$ cat config.mk
export PLATFORM = sky130hd
export DESIGN_NAME = srl_driver_core
export DESIGN_NICKNAME = d
export VERILOG_FILES = /design/src/rtl/srl_pkg.sv /design/src/rtl/srl_shift_chain.sv /design/src/rtl/srl_hold_bank.sv /design/src/rtl/srl_out_gate.sv /design/src/rtl/srl_driver_core.sv
export SDC_FILE = /design/constraint.sdc
export NUM_CORES = 1
export LEC_CHECK = 0
export BUFFER_PORTS_ARGS = -buffer_cell sky130_fd_sc_hd__buf_2
export CAP_MARGIN = 10
export CORE_UTILIZATION = 52
export CTS_CLUSTER_SIZE = 24
export DETAILED_ROUTE_END_ITERATION = 6
export HOLD_SLACK_MARGIN = 0.03
export PLACE_DENSITY_LB_ADDON = 0.08
export SLEW_MARGIN = 20
export SYNTH_ARGS = -nofsm -noshare
export SYNTH_HDL_FRONTEND = slang
export SYNTH_HIERARCHICAL = 1
export SYNTH_SLANG_ARGS = --single-unit
$ cat constraint.sdc
create_clock -name clk -period 1 [get_ports clk]
set_input_delay 0.2 -clock clk [delete_from_list [all_inputs] [get_ports clk]]
set_output_delay 0.2 -clock clk [all_outputs]
set_load 0.05 [all_outputs]
$ cat src/rtl/srl_pkg.sv
package srl_pkg;
  localparam int unsigned SRL_DEFAULT_W = 8;
  typedef enum logic {OUT_DRIVE = 1'b0, OUT_BLANK = 1'b1} oe_mode_e;
endpackage

$ cat src/rtl/srl_shift_chain.sv
module srl_shift_chain #(
  parameter int unsigned W = srl_pkg::SRL_DEFAULT_W
) (
  input  logic         clk,
  input  logic         rst,
  input  logic         sin,
  output logic [W-1:0] chain_d,
  output logic [W-1:0] chain_q
);
  localparam int unsigned TOP = W - 1;

  always_comb begin
    chain_d = {chain_q[TOP-1:0], sin};
  end

  always_ff @(posedge clk) begin
    if (rst) chain_q <= '0;
    else     chain_q <= chain_d;
  end

  // each stage takes its lower neighbour, stage 0 takes the serial input
  assert property (@(posedge clk) disable iff (rst)
    1'b1 |=> (chain_q[TOP:1] == $past(chain_q[TOP-1:0])) && (chain_q[0] == $past(sin)))
    else $error("assert_shift_R2");
endmodule

$ cat src/rtl/srl_hold_bank.sv
module srl_hold_bank #(
  parameter int unsigned W = srl_pkg::SRL_DEFAULT_W
) (
  input  logic         clk,
  input  logic         rst,
  input  logic         strobe,
  input  logic [W-1:0] chain_d,
  input  logic [W-1:0] chain_q,
  output logic [W-1:0] lat_d
);
  logic [W-1:0] lat_q;

  always_comb begin
    lat_d = strobe ? chain_d : lat_q;
  end

  always_ff @(posedge clk) begin
    if (rst) lat_q <= '0;
    else     lat_q <= lat_d;
  end

  // a high strobe leaves the bank equal to the chain after the edge
  assert_follow_R4: assert property (@(posedge clk) disable iff (rst)
    strobe |=> (lat_q == chain_q));

  // a low strobe keeps the bank unchanged
  assert_hold_R5: assert property (@(posedge clk) disable iff (rst)
    !strobe |=> $stable(lat_q));
endmodule

$ cat src/rtl/srl_out_gate.sv
module srl_out_gate #(
  parameter int unsigned W = srl_pkg::SRL_DEFAULT_W
) (
  input  logic         clk,
  input  logic         rst,
  input  logic         oe_n,
  input  logic [W-1:0] lat_d,
  output logic [W-1:0] pout
);
  import srl_pkg::*;

  oe_mode_e mode;
  assign mode = oe_mode_e'(oe_n);

  for (genvar i = 0; i < W; i++) begin : g_bit
    always_ff @(posedge clk) begin
      if (rst)                   pout[i] <= 1'b0;
      else if (mode == OUT_BLANK) pout[i] <= 1'b0;
      else                        pout[i] <= lat_d[i];
    end
  end

  // a high enable blanks every output on the next cycle
  assert_blank_R6: assert property (@(posedge clk) disable iff (rst)
    oe_n |=> (pout == '0));
endmodule

$ cat src/rtl/srl_driver_core.sv
module srl_driver_core #(
  parameter int unsigned WIDTH = srl_pkg::SRL_DEFAULT_W
) (
  input  logic             clk,
  input  logic             rst,
  input  logic             sin,
  input  logic             strobe,
  input  logic             oe_n,
  output logic [WIDTH-1:0] pout,
  output logic             sout
);
  logic [WIDTH-1:0] chain_d;
  logic [WIDTH-1:0] chain_q;
  logic [WIDTH-1:0] lat_d;

  srl_shift_chain #(.W(WIDTH)) u_chain (
    .clk(clk), .rst(rst), .sin(sin), .chain_d(chain_d), .chain_q(chain_q)
  );

  srl_hold_bank #(.W(WIDTH)) u_hold (
    .clk(clk), .rst(rst), .strobe(strobe),
    .chain_d(chain_d), .chain_q(chain_q), .lat_d(lat_d)
  );

  srl_out_gate #(.W(WIDTH)) u_gate (
    .clk(clk), .rst(rst), .oe_n(oe_n), .lat_d(lat_d), .pout(pout)
  );

  assign sout = chain_q[WIDTH-1];

  // a reset edge leaves outputs and serial output cleared
  assert_reset_R1: assert property (@(posedge clk)
    rst |=> (pout == '0) && (sout == 1'b0));
endmodule

==> summary.txt <==
Layout
  – Diode count: 0
  – Fin nets: 80
  – Finished Core Util: 0.6802
  – Most frequent cells in the layout: 16 x nor2b_1, 15 x dfxtp_1, 9 x dfxtp_2, 8 x nor3b_2, 8 x mux2_4
  – Commonest non-fill, non-tap cell in the layout: nor2b_1
  – Area growth syn-to-layout: 21.69%
  – Share of cells above drive strength 1: 0.5811

Worst setup path
  – Worst setup SP type: flop
  – FF-to-FF Start: u_hold/lat_q[3]
  – Flop2flop setup slack: 160 ps
  – Crit path largest cell delay: 360 ps
  – CP Capture Type: primary output
  – Crit Path Max Fanout: 1
  – Path depth of the worst reg2reg path: 2
  – CP Cell Sequence: buf_8
  – RR Endpoint: u_gate/pout[3]
  – CP required: 800 ps
  – CP max stage cell: dfxtp_2
  – WP data arrival: 800 ps
  – Critical path type: reg2out
  – Delay-heaviest family, CP: flip-flops
  – CP Buf/Inv Count: 1

Floorplanning
  – Chip Width: 42.24 microns
  – IO Count: 14
  – Starting Density: 0.5590
  – Core box area: 0.001506 sq mm
  – Die Area: 0.001784 sq mm
  – Num rows: 14
  – Die height: 42.24 microns

Clock tree
  – Clock Latency Late Sink: 300 ps
  – TritonCTS Sinks: 24
  – Setup bufs post-CTS: 0
  – H-tree depth: 1
  – CTS Buf Count: 3
  – Max Buffers Root-to-Sink: 2
  – Reg clk slew, reported paths: 120 ps
  – CTS tree: built
  – CTS Root Cell: clkbuf_4

Place
  – IO Port Bufs: 13
  – Post-DP HPWL: 654.7 microns
  – Pre-CTS setup slack: -63.02 ps
  – GPL Wtd Cong: 0.6369

Detailed routing
  – Post-DR wirelength/cell: 11.36 microns
  – DRT antenna net count: 0
  – # DRC: 0
  – DRT Pass-1 Iters: 3
  – Drt initial violations: 3
  – DR vias/cell: 4.933
  – Final wirelength: 1.022 mm
  – Via Count: 444

Job
  – Max_cap viols: 0

Logic synthesis
  – Avg Inst Size Synth: 14.03 sq um
  – Synth Cell Area: 842.1 sq um
  – Yosys warnings: 6
  – Post-Syn Instances: 60
  – Post-Syn Nets: 65

Power
  – Pwr Density: 1542 mW/mm^2
  – Leak pwr: 0.4222 nW
  – Final Power: 1.580 mW
  – Worst VDD drop: 0.0008599 V

Timing
  – RSZ-0062 raised after global routing: true
  – Final period utilization: 1.001
  – Setup WS post-layout: -0.6132 ps
  – Fin crit period: 1001 ps
  – Setup violators final: 1
  – Worst slew pin tran: 260.6 ps
  – Hold_ws: 116.0 ps
  – Slew Limit Fails: 0
  – F_max: 999.4 MHz
  – Rel. slew slack: 0.8263
  – Endpoints failing hold: 0
  – Clock skew: 3.081 ps

GRT
  – Vias in the first global route: 422
  – Global-route wire length before repair: 1.766 mm
  – Grt ovf: 0
  – GR Util All Layers: 0.1364
  – Initial antenna violation count: 0
  – Pin count of the biggest net entering global routing: 25

Run status
  – Failing checks: negative setup slack
  – Status: finished with violations

Hold path
  – Hold_sp: sin
  – Min-Delay Path Class: in2reg
  – WHS Endpoint: u_chain/chain_q[0]
  – Hold Crit Depth: 2
-- metal layers --
layer  GRT usage  up-vias  part of all wire
li1            -      221                 -
met1      0.1722      210              0.48
met4     0.09375        0                 0
met5           0        -                 0
met3     0.03879        0             0.030
met2      0.2000       13              0.49
-- worst max path at each step --
stage,slack [ps],cells past startpoint,start,end
detailed placement,-60,3,strobe,u_gate/pout[3]
floorplan,120,3,strobe,u_gate/pout[0]
global placement,-60,3,strobe,u_gate/pout[1]
finish,-0.6,1,u_gate/pout[5],pout[5]
CTS,-20,1,u_gate/pout[5],pout[5]
global route,-50,1,u_gate/pout[5],pout[5]
-- where the power goes --
group	internal, mW	switching [mW]	total [mW]
Sequential	0.973	0.00634	0.979
Combinational	0.0522	0.0565	0.109
Clock	0.222	0.270	0.492
-- per-stage QoR --
step / instance area (sq um) / TNS, ps / cells
after global routing: 1025 / -302.8 / 90
after floorplan: 842.1 / 0 / 60
after detailed placement: 905.9 / -675.3 / 86
after CTS: 1013 / -70.76 / 90
final: 1025 / -0.6132 / 90
after global placement: 905.9 / -555.7 / 86
-- timing repair --
| action | in CTS | in global routing |
|---|---|---|
| pin swaps | 0 | 0 |
| resized for setup | 28 | 3 |
| setup endpoints to repair | 9 | 9 |
| hold buffers | 0 | 0 |
-- registers in the layout (all words and copies together), names as in the netlist --
register / flops
u_chain/chain_q: 8
u_gate/pout: 8
u_hold/lat_q: 8
-- area by class of cell --
type / instances / area (sq um)
multi-input cells: 32 / 320.3
flip-flops and latches: 24 / 491.7
clock buffers: 4 / 36.28
well taps: 16 / 20.02
repair buffers: 14 / 156.4
fillers: 118 / 481.7
Note: power is estimated with default switching activity, not from simulation.
